## src/rtl/issue_pair_pkg.sv

```systemverilog
package issue_pair_pkg;

  localparam int INSTR_W   = 32;
  localparam int REG_IDX_W = 5;
  localparam int REG_ID_W  = REG_IDX_W + 1;   // file bit + index
  localparam int CLS_LO    = 30;
  localparam int DST_LO    = 25;
  localparam int SRCA_LO   = 20;
  localparam int SRCB_LO   = 15;

  typedef enum logic [1:0] {
    CLS_INT_ALU  = 2'd0,
    CLS_INT_LOAD = 2'd1,
    CLS_FP_LOAD  = 2'd2,
    CLS_FP_ALU   = 2'd3
  } opClass_e;

  typedef struct packed {
    opClass_e              cls;
    logic [REG_ID_W-1:0]   dst;
    logic [REG_ID_W-1:0]   srcA;
    logic [REG_ID_W-1:0]   srcB;
    logic                  useB;
  } decoded_t;

  // control -> datapath
  typedef struct packed {
    logic issueLeft;
    logic issueRight;
    logic discard;
  } issueStrobe_t;

  // datapath -> control
  typedef struct packed {
    logic holdValid;
    logic leftPend;
    logic rightPend;
    logic leftBusy;
    logic rightBusy;
    logic slotTypeOk;
    logic pairDep;
  } hazardFlags_t;

  function automatic decoded_t decodeFields(input logic [1:0] clsBits,
                                            input logic [REG_IDX_W-1:0] d,
                                            input logic [REG_IDX_W-1:0] a,
                                            input logic [REG_IDX_W-1:0] b);
    decoded_t r;
    opClass_e c;
    c      = opClass_e'(clsBits);
    r.cls  = c;
    r.dst  = {(c == CLS_FP_LOAD) || (c == CLS_FP_ALU), d};
    r.srcA = {c == CLS_FP_ALU, a};
    r.srcB = {c == CLS_FP_ALU, b};
    r.useB = (c == CLS_INT_ALU) || (c == CLS_FP_ALU);
    return r;
  endfunction

endpackage

```

## src/rtl/issue_scoreboard.sv

```systemverilog
module issue_scoreboard
  import issue_pair_pkg::*;
#(
  parameter int LOAD_LAT  = 1,
  parameter int FPALU_LAT = 2
) (
  input  logic                  clk,
  input  logic                  rstN,
  input  logic                  clear,
  input  logic                  wrEnA,
  input  logic [REG_ID_W-1:0]   wrIdA,
  input  opClass_e              wrClsA,
  input  logic                  wrEnB,
  input  logic [REG_ID_W-1:0]   wrIdB,
  input  opClass_e              wrClsB,
  output logic [(1<<REG_ID_W)-1:0] busy
);

  localparam int NUM_REGS = 1 << REG_ID_W;
  localparam int MAX_LAT  = (LOAD_LAT > FPALU_LAT) ? LOAD_LAT : FPALU_LAT;
  localparam int CNT_W    = (MAX_LAT < 2) ? 1 : $clog2(MAX_LAT + 1);

  logic [CNT_W-1:0] latA, latB;

  always_comb begin
    unique case (wrClsA)
      CLS_INT_LOAD, CLS_FP_LOAD: latA = CNT_W'(LOAD_LAT);
      CLS_FP_ALU:                latA = CNT_W'(FPALU_LAT);
      default:                   latA = '0;
    endcase
    unique case (wrClsB)
      CLS_INT_LOAD, CLS_FP_LOAD: latB = CNT_W'(LOAD_LAT);
      CLS_FP_ALU:                latB = CNT_W'(FPALU_LAT);
      default:                   latB = '0;
    endcase
  end

  for (genvar r = 0; r < NUM_REGS; r++) begin : g_reg
    logic [CNT_W-1:0] cnt;
    logic hitA, hitB;
    assign hitA = wrEnA && (wrIdA == REG_ID_W'(r)) && (latA != '0);
    assign hitB = wrEnB && (wrIdB == REG_ID_W'(r)) && (latB != '0);
    always_ff @(posedge clk or negedge rstN) begin
      if (!rstN)            cnt <= '0;
      else if (clear)       cnt <= '0;
      else if (hitB)        cnt <= latB;     // later in program order wins
      else if (hitA)        cnt <= latA;
      else if (cnt != '0)   cnt <= cnt - CNT_W'(1);
    end
    assign busy[r] = (cnt != '0);
  end

endmodule

```

## src/rtl/issue_datapath.sv

```systemverilog
module issue_datapath
  import issue_pair_pkg::*;
#(
  parameter int LOAD_LAT  = 1,
  parameter int FPALU_LAT = 2
) (
  input  logic                  clk,
  input  logic                  rstN,
  input  issueStrobe_t          strobe,
  input  logic                  fetchValid,
  input  logic [2*INSTR_W-1:0]  fetchBundle,
  output hazardFlags_t          flags,
  output logic [INSTR_W-1:0]    leftWord,
  output logic [INSTR_W-1:0]    rightWord
);

  localparam int NUM_REGS = 1 << REG_ID_W;

  logic               holdValid, heldLPend, heldRPend;
  logic [INSTR_W-1:0] heldL, heldR;
  logic [INSTR_W-1:0] curL, curR;
  logic               curLPend, curRPend;
  decoded_t           decL, decR;
  logic [NUM_REGS-1:0] busy;

  assign curL     = holdValid ? heldL     : fetchBundle[2*INSTR_W-1:INSTR_W];
  assign curR     = holdValid ? heldR     : fetchBundle[INSTR_W-1:0];
  assign curLPend = holdValid ? heldLPend : fetchValid;
  assign curRPend = holdValid ? heldRPend : fetchValid;

  assign decL = decodeFields(curL[CLS_LO+:2], curL[DST_LO+:REG_IDX_W],
                             curL[SRCA_LO+:REG_IDX_W], curL[SRCB_LO+:REG_IDX_W]);
  assign decR = decodeFields(curR[CLS_LO+:2], curR[DST_LO+:REG_IDX_W],
                             curR[SRCA_LO+:REG_IDX_W], curR[SRCB_LO+:REG_IDX_W]);

  always_comb begin
    flags.holdValid  = holdValid;
    flags.leftPend   = curLPend;
    flags.rightPend  = curRPend;
    flags.leftBusy   = busy[decL.srcA] || (decL.useB && busy[decL.srcB]);
    flags.rightBusy  = busy[decR.srcA] || (decR.useB && busy[decR.srcB]);
    flags.slotTypeOk = (decL.cls != CLS_FP_ALU) && (decR.cls == CLS_FP_ALU);
    flags.pairDep    = (decR.srcA == decL.dst) ||
                       (decR.useB && (decR.srcB == decL.dst));
  end

  assign leftWord  = curL;
  assign rightWord = curR;

  always_ff @(posedge clk or negedge rstN) begin
    if (!rstN) begin
      holdValid <= 1'b0;
      heldLPend <= 1'b0;
      heldRPend <= 1'b0;
      heldL     <= '0;
      heldR     <= '0;
    end else if (strobe.discard) begin
      holdValid <= 1'b0;
      heldLPend <= 1'b0;
      heldRPend <= 1'b0;
    end else begin
      heldLPend <= curLPend && !strobe.issueLeft;
      heldRPend <= curRPend && !strobe.issueRight;
      holdValid <= (curLPend && !strobe.issueLeft) ||
                   (curRPend && !strobe.issueRight);
      heldL     <= curL;
      heldR     <= curR;
    end
  end

  issue_scoreboard #(
    .LOAD_LAT  (LOAD_LAT),
    .FPALU_LAT (FPALU_LAT)
  ) u_scoreboard (
    .clk    (clk),
    .rstN   (rstN),
    .clear  (strobe.discard),
    .wrEnA  (strobe.issueLeft),
    .wrIdA  (decL.dst),
    .wrClsA (decL.cls),
    .wrEnB  (strobe.issueRight),
    .wrIdB  (decR.dst),
    .wrClsB (decR.cls),
    .busy   (busy)
  );

endmodule

```

## src/rtl/issue_control.sv

```systemverilog
module issue_control
  import issue_pair_pkg::*;
(
  input  logic          flush,
  input  hazardFlags_t  flags,
  output issueStrobe_t  strobe,
  output logic          fetchReady,
  output logic          leftIssued,
  output logic          rightIssued,
  output logic [1:0]    issueCount
);

  logic leftGo, rightGo, pairOk;

  assign leftGo  = flags.leftPend && !flags.leftBusy && !flush;
  assign pairOk  = flags.slotTypeOk && !flags.pairDep;
  // a right word that is the older one left over issues on its own hazards
  assign rightGo = flags.rightPend && !flags.rightBusy && !flush &&
                   (flags.leftPend ? (leftGo && pairOk) : 1'b1);

  always_comb begin
    strobe.issueLeft  = leftGo;
    strobe.issueRight = rightGo;
    strobe.discard    = flush;
  end

  assign fetchReady  = !flags.holdValid;
  assign leftIssued  = leftGo;
  assign rightIssued = rightGo;
  assign issueCount  = {leftGo && rightGo, leftGo ^ rightGo};

endmodule

```

## src/rtl/issue_pair_top.sv

```systemverilog
module issue_pair_top
  import issue_pair_pkg::*;
#(
  parameter int LOAD_LAT  = 1,
  parameter int FPALU_LAT = 2
) (
  input  logic        clk,
  input  logic        rstN,
  input  logic        flush,
  input  logic        fetchValid,
  input  logic [63:0] fetchBundle,
  output logic        fetchReady,
  output logic        leftIssued,
  output logic        rightIssued,
  output logic [1:0]  issueCount,
  output logic [31:0] leftInstrOut,
  output logic [31:0] rightInstrOut
);

  issueStrobe_t strobe;
  hazardFlags_t flags;

  issue_control u_control (
    .flush       (flush),
    .flags       (flags),
    .strobe      (strobe),
    .fetchReady  (fetchReady),
    .leftIssued  (leftIssued),
    .rightIssued (rightIssued),
    .issueCount  (issueCount)
  );

  issue_datapath #(
    .LOAD_LAT  (LOAD_LAT),
    .FPALU_LAT (FPALU_LAT)
  ) u_datapath (
    .clk         (clk),
    .rstN        (rstN),
    .strobe      (strobe),
    .fetchValid  (fetchValid),
    .fetchBundle (fetchBundle),
    .flags       (flags),
    .leftWord    (leftInstrOut),
    .rightWord   (rightInstrOut)
  );

endmodule

```

## config.mk

```make
export PLATFORM = sky130hd
export DESIGN_NAME = issue_pair_top
export DESIGN_NICKNAME = d
export VERILOG_FILES = /design/src/rtl/issue_pair_pkg.sv /design/src/rtl/issue_scoreboard.sv /design/src/rtl/issue_datapath.sv /design/src/rtl/issue_control.sv /design/src/rtl/issue_pair_top.sv
export SDC_FILE = /design/constraint.sdc
export NUM_CORES = 1
export LEC_CHECK = 0
export ABC_AREA = 1
export BUFFER_PORTS_ARGS = -buffer_cell sky130_fd_sc_hd__buf_4
export CAP_MARGIN = 30
export CORE_MARGIN = 2
export CORE_UTILIZATION = 40
export DETAILED_ROUTE_END_ITERATION = 8
export REMOVE_ABC_BUFFERS = 1
export SYNTH_ARGS = -nofsm -noshare
export SYNTH_HDL_FRONTEND = slang
export SYNTH_HIERARCHICAL = 1
export SYNTH_SLANG_ARGS = --single-unit
```

## constraint.sdc

```tcl
create_clock -name clk -period 5.99 [get_ports clk]
set_input_delay 1.198 -clock clk [delete_from_list [all_inputs] [get_ports clk]]
set_output_delay 1.198 -clock clk [all_outputs]
set_load 0.03 [all_outputs]
```

==> results of run 1 <==
==> sequential cells by signal, summed over array words and instances (netlist names) <==
signal / flops
u_datapath/u_scoreboard/g.cnt: 128
u_datapath/heldL: 32
u_datapath/heldR: 32
u_datapath/heldLPend: 1
u_datapath/heldRPend: 1
u_datapath/holdValid: 1
==> cells in the mapped netlist <==
cell type | count | area share (%)
nand3_1 | 850 | 22
or2_1 | 7 | 0.23
clkbuf_2 | 2 | 0.053
inv_2 | 13 | 0.26
o21ai_4 | 5 | 0.43
dfrtp_1 | 195 | 26
buf_4 | 70 | 2.8
o21ai_0 | 101 | 2.7
buf_6 | 16 | 0.95
o21ai_2 | 15 | 0.69
or2_2 | 3 | 0.099
buf_1 | 24 | 0.47
nor3_1 | 5 | 0.13
inv_1 | 541 | 11
nand3b_1 | 2 | 0.079
nor2_2 | 4 | 0.13
o21ai_1 | 5 | 0.13
a21oi_1 | 5 | 0.13
clkbuf_1 | 33 | 0.65
xor2_1 | 6 | 0.28
o21a_1 | 1 | 0.039
clkinv_1 | 1 | 0.020
nand2_2 | 11 | 0.36
buf_8 | 2 | 0.16
ha_1 | 71 | 4.7
or2_0 | 2 | 0.066
buf_2 | 36 | 0.95
nand2_4 | 8 | 0.47
nand2_1 | 900 | 18
inv_4 | 1 | 0.033
nor2_4 | 3 | 0.18
nor2_1 | 119 | 2.3
nand4_1 | 129 | 4.2
==> logic make-up after synthesis <==
logic type      synth area share (%)
compound gates                  4.07
simple gates                    48.4
flops                           25.6
xor+xnor                       0.276
buf+inv                         17.0
fa+ha+maj                       4.66
==> power by group <==
part | total (mW) | internal, mW | leakage (nW) | switching (mW)
Clock | 1.25 | 0.660 | 0.281 | 0.593
Sequential | 1.96 | 1.75 | 2.45 | 0.217
Combinational | 4.74 | 1.47 | 8.56 | 3.27
Total | 7.96 | 3.87 | 11.3 | 4.08
==> final cells by class <==
cell class              instances  area, µm²  share of cell area [%]
repair buffers                164       1390                    6.69
clock inverters                14        179                   0.863
clock buffers                  18        429                    2.07
inverters                     556       2090                    10.1
well taps                     607        759                    3.66
multi-input cells            2252      11000                    53.1
flip-flops and latches        195       4880                    23.5
==> per-layer routing <==
metal	GRT usage (%)	part of all wire (%)	routed length [µm]
met3	5.28	7.8	5270
met4	10.5	3.3	2240
met5	0	0.019	13
met2	43.6	45	30500
met1	36.5	44	29700
==> tightest hold or removal path: cells and delay by family (launching register included) <==
family / cells / cell delay [ps]
AO/OA/AOI/OAI: 1 / 50
flip-flops: 1 / 340
AND/OR/NAND/NOR: 1 / 40
==> path summary, 6_finish.rpt <==
| path | start | endpoint | depth (start not counted) |
|---|---|---|---|
| max in group asynchronous | rstN | u_datapath/u_scoreboard/g_reg[9].cnt[1] | 2 |
| hold reg to reg | u_datapath/heldR[22] | u_datapath/heldR[22] | 2 |
| setup / recovery | u_datapath/holdValid | issueCount[0] | 15 |
| min in group asynchronous | rstN | u_datapath/u_scoreboard/g_reg[7].cnt[0] | 1 |
| setup reg to reg | u_datapath/holdValid | u_datapath/u_scoreboard/g_reg[0].cnt[0] | 21 |
| hold / removal | u_datapath/heldR[22] | u_datapath/heldR[22] | 2 |
==> placed cells by master (no fill, tap or decap), drive strengths merged <==
cell type and instances:
clkinv 5, nor3 5, nand4 129, ha 71, buf 162, or2 12
o21ai 126, inv 557, bufinv 3, a21oi 5, o21a 1, dfrtp 195
nand3 850, clkinvlp 5, nor2 126, nand2 919, clkbuf 20, nand3b 2
xor2 6
==> run_results.csv, run 1 <==
group,metric,value,unit
run,maxCapViolCount,0,
layout,design_area,20700,µm²
power,power_density,384,nW/µm²
placed_design,dp_hpwl,47.1,mm
worst_setup_path,cp_top_family,"simple AND/OR/NAND/NOR gates",
clock_tree,cts_max_path_buffers,2,
clock_tree,clock_latency,510,ps
clock_tree,path_clk_slew,80,ps
drt,avgRoutedWirePerCell,17.8,µm
layout,syn2layout_area_growth,8.87,%
drt,drc_errors,0,
sta,hold_viol,0,
layout,nFillCells,4953,
sta,tightest_slew,1010,ps
floorplanning,die_x,222,µm
clock_tree,clkSinkCount,195,
placed_design,dpl_cell_area,20100,µm²
power,peakVddDrop,227,µV
sta,whs,474,ps
drt,vias,21100,
sta,fin_crit,5090,ps
global_route,grt_max_degree,108,
drt,totalWireLength,67.7,mm
logic_synthesis,netlist_area,19000,µm²
drt,ant_nets,0,
worst_setup_path,crit_chain,"inv_4 > nand2_1 > nand2_2 > nand2_1 > nand3_1 > nand3_1 > nand3_1 > nand3_1 > nand3_1 > nand2_1 > inv_1 > nand2_1 > nor3_1 > ha_1 > buf_4",
logic_synthesis,yosysUniqueCellTypes,33,
layout,fin_nets,3325,
sta,fin_crit_sh,84.9,%
power,p_total,7.96,mW
global_route,grt_pass1_wl,106,mm
worst_setup_path,r2r_slack,1330,ps
clock_tree,cts_resized,0,
worst_setup_path,worst-setup-path-type,"flip-flop to output port",
sta,fin_ws,902,ps
sta,max_freq,197,MHz
clock_tree,ctsRootBufferMaster,"clkbuf_16",
logic_synthesis,ys_warn_count,6,
worst_setup_path,start_kind,"flip-flop",
worst_setup_path,cpPeakStageDelay,530,ps
worst_setup_path,crit_buf_inv,3,
global_route,antenna_found_initial,1,
worst_setup_path,endpoint_kind,"output port",
layout,final_core_util,44.3,%
worst_setup_path,cp_data_arrival_time,3890,ps
logic_synthesis,seq_area_frac_synth,25.6,%
sta,max_slew_margin,32.7,%
worst_setup_path,required,4790,ps
worst_setup_path,cp_max_fo,39,
global_route,grt_usage,27.3,%
min_path,worst_hold_path_type,"flip-flop to flip-flop",
global_route,grt_pass1_vias,19300,
drt,drt_iter0_drc,2436,
layout,stdcell_count,3806,
logic_synthesis,synth_seq_cells,195,
clock_tree,hold_buffers,0,
drt,dr.pass1.iters,6,
global_route,overflow,0,
clock_tree,cts_tree,"yes",
sta,drv_slew,0,
floorplanning,coreArea,46800,µm²
placed_design,dp_cells,3771,
clock_tree,numCtsBuffers,17,
sta,rsz0062_at_grt,"false",
floorplanning,boundaryPins,137,
clock_tree,h-tree-depth,4,
logic_synthesis,syn_inst,3186,
floorplanning,die_area,49400,µm²
power,p_leak,11.3,nW
worst_setup_path,crit_top_cell,"nand3_1",
drt,viasPerCell,5.54,
placed_design,gp_congestion,1.01,
status,run_status,"finished, final reports clean",
floorplanning,start_util,40.7,%
sta,setup_violations,0,
layout,drive_above_1_share,8.35,%
placed_design,dp_slack,942,ps
floorplanning,die_y,222,µm
sta,clock-skew-final,17.8,ps
worst_setup_path,slowest_stage,"nor3_1",
logic_synthesis,synth_area_per_cell,5.98,µm²
layout,n_antenna_cell,0,
sta,fin_tns_setup,0,ps
clock_tree,post_cts_buffers,0,
placed_design,place.port_buffers,136,
floorplanning,num_rows,79,
(Power assumes the default switching activity.)
==> inputs of run 2 (changes only) <==
==> constraint.sdc (replaced) <==
create_clock -name clk -period 5.19 [get_ports clk]
set_input_delay 1.038 -clock clk [delete_from_list [all_inputs] [get_ports clk]]
set_output_delay 1.038 -clock clk [all_outputs]
set_load 0.03 [all_outputs]
==> run 2 against run 1 <==
Compared with the run above:
- first-iteration DRC count shrank 8.0%
- via count shrank 0.50%
- power up 15%
- non-clock buffer count grew 11
- sequential power grew 15%
- global-route usage decreased by 0.086 points
- utilization up 0.075 points
- clock power is 12% higher
==> run_results.csv, run 2 (synthesized netlist as in run 1, its figures left out) <==
group,metric,value,unit
layout,syn2layout_area_growth,9.05,%
drt,drt_iter0_drc,2242,
clock_tree,numCtsBuffers,17,
power,peakVddDrop,204,µV
sta,setup_violations,0,
drt,vias,21000,
worst_setup_path,cp_data_arrival_time,3770,ps
clock_tree,hold_buffers,0,
worst_setup_path,worst-setup-path-type,"flip-flop to output port",
global_route,antenna_found_initial,0,
clock_tree,cts_tree,"yes",
drt,ant_nets,0,
floorplanning,start_util,40.7,%
worst_setup_path,slowest_stage,"buf_4",
clock_tree,ctsRootBufferMaster,"clkbuf_16",
global_route,grt_max_degree,107,
power,p_int,4.47,mW
layout,design_area,20800,µm²
layout,fin_nets,3336,
worst_setup_path,crit_top_cell,"buf_4",
power,pwr-share-seq,24.7,%
drt,totalWireLength,67.4,mm
placed_design,dpl_cell_area,20200,µm²
power,p_comb_share,60.0,%
worst_setup_path,crit_chain,"inv_4 > buf_4 > or2_1 > o21ai_2 > xor2_1 > a21oi_1 > nand3_1 > o21ai_1 > nor2_2 > nand3_1 > a21oi_1 > buf_4 > ha_1 > buf_4",
worst_setup_path,cp_max_fo,63,
layout,drive_above_1_share,8.54,%
floorplanning,die_y,222,µm
drt,dr.pass1.iters,9,
placed_design,gp_congestion,0.994,
sta,fin_tns_setup,0,ps
clock_tree,cts_max_path_buffers,2,
clock_tree,cts_resized,0,
drt,viasPerCell,5.49,
global_route,grt_pass1_wl,106,mm
sta,fin_crit_sh,92.5,%
layout,mostFrequentLayoutCells,"nand2_1, nand3_1, inv_1, dfrtp_1, buf_4",
sta,rsz0062_at_grt,"false",
drt,drc_errors,0,
sta,fin_crit,4800,ps
floorplanning,die_area,49400,µm²
worst_setup_path,cpPeakStageDelay,540,ps
layout,n_antenna_cell,0,
sta,clock-skew-final,16.1,ps
clock_tree,post_cts_buffers,0,
sta,drv_slew,0,
run,maxCapViolCount,0,
global_route,grt_usage,27.2,%
placed_design,place.port_buffers,136,
layout,final_common_cell,"nand2_1",
worst_setup_path,required,4150,ps
clock_tree,clock_latency,510,ps
clock_tree,path_clk_slew,70,ps
power,p_clk_share,15.3,%
layout,seq_area,4880,µm²
power,swShare,51.2,%
layout,multi_input_area,11000,µm²
layout,nFillCells,4971,
placed_design,dp_hpwl,47.5,mm
sta,hold_viol,0,
global_route,grt_pass1_vias,19000,
floorplanning,die_x,222,µm
layout,largest_registers,"u_datapath/u_scoreboard/g.cnt (128), u_datapath/heldL (32), u_datapath/heldR (32)",
clock_tree,h-tree-depth,4,
sta,max_slew_margin,27.6,%
power,p_total,9.16,mW
worst_setup_path,crit_buf_inv,4,
floorplanning,boundaryPins,137,
power,power_density,441,nW/µm²
worst_setup_path,start_kind,"flip-flop",
sta,tightest_slew,1080,ps
sta,max_freq,208,MHz
worst_setup_path,endpoint_kind,"output port",
worst_setup_path,r2r_slack,1150,ps
drt,avgRoutedWirePerCell,17.6,µm
status,run_status,"finished, final reports clean",
power,power.switching,4.69,mW
floorplanning,num_rows,79,
clock_tree,clkSinkCount,195,
global_route,overflow,0,
sta,whs,475,ps
layout,largest_register_ffs,128,
floorplanning,coreArea,46800,µm²
min_path,worst_hold_path_type,"flip-flop to flip-flop",
worst_setup_path,cp_top_family,"buffers and inverters",
layout,largest_register,"u_datapath/u_scoreboard/g.cnt",
power,p_leak,11.3,nW
-- run 2: changes by cell type in the layout (fill, tap and decap cells not counted) --
cell / previous run / this run
inv_6: 2 / 0
clkbuf_8: 2 / 4
ha_4: 2 / 0
bufinv_16: 3 / 2
buf_12: 10 / 11
buf_6: 0 / 2
buf_4: 150 / 161
clkinvlp_4: 5 / 1
buf_16: 1 / 0
inv_8: 1 / 0
clkbuf_1: 1 / 5
clkinv_4: 2 / 3
ha_2: 0 / 2
buf_2: 1 / 0
-- run 2: metal layers --
metal / part of all wire (%) / vias up / GRT usage, % / routed length (µm)
li1: - / 10200 / - / -
met1: 44 / 9746 / 37.0 / 29800
met2: 44 / 848 / 42.8 / 29800
met3: 7.8 / 132 / 3.98 / 5260
met4: 3.7 / 0 / 12.3 / 2520
met5: 0 / - / 0 / 0
-- run 2: power groups by stage --
stage	registers (mW)	clock network, mW	logic (mW)
3_5_place_dp	2.28	0	5.39
2_1_floorplan	2.24	0	3.66
5_1_grt	2.32	1.50	6.15
6_report	2.26	1.40	5.50
4_1_cts	2.26	1.45	5.41
3_3_place_gp	2.27	0	5.29
-- run 2: worst reg2reg max path: stages, from the launching register on --
cell and delay [ps]:
dfrtp_2 440, inv_4 390, nand2_2 120, nand2_2 460, nand2_1 120, nand3_1 90, nand3_1 90, nand3_1 150
nand3_1 140, nand3_1 130, nand2_1 50, inv_1 50, nand2_1 90, nor2_1 140, nand2_1 70, a21oi_1 120
buf_4 160, nand2_2 150, nor2_4 170, buf_12 260, nand2_1 240, nand3_1 190, nand3_1 100, nand2_1 60
-- run 2: area by class of cell --
cell class	instances	area share (%)
clock inverters	7	0.476
clock buffers	25	2.34
multi-input cells	2252	52.9
well taps	607	3.66
inverters	556	10.1
flip-flops and latches	195	23.5
repair buffers	175	7.05
-- run 2: path summary, 6_finish.rpt --
check / end / cells after the start / from
max in group asynchronous: u_datapath/holdValid / 2 / rstN
worst max register to register: u_datapath/u_scoreboard/g_reg[34].cnt[1] / 23 / u_datapath/holdValid
worst min-delay path: u_datapath/heldL[26] / 2 / u_datapath/heldL[26]
worst max-delay path: issueCount[0] / 14 / u_datapath/holdValid
min in group asynchronous: u_datapath/heldR[8] / 1 / rstN
worst min register to register: u_datapath/heldL[26] / 2 / u_datapath/heldL[26]
-- run 2: through the flow --
| step | util (%) | instances | setup WS, ps |
|---|---|---|---|
| global route | 44.4 | 3817 | 133 |
| detailed placement | 43.2 | 3785 | 689 |
| CTS | 44.4 | 3817 | 325 |
| finish | 44.4 | 3817 | 387 |
| global placement | 43.1 | 3782 | 718 |
| floorplan | - | 3003 | -2300 |
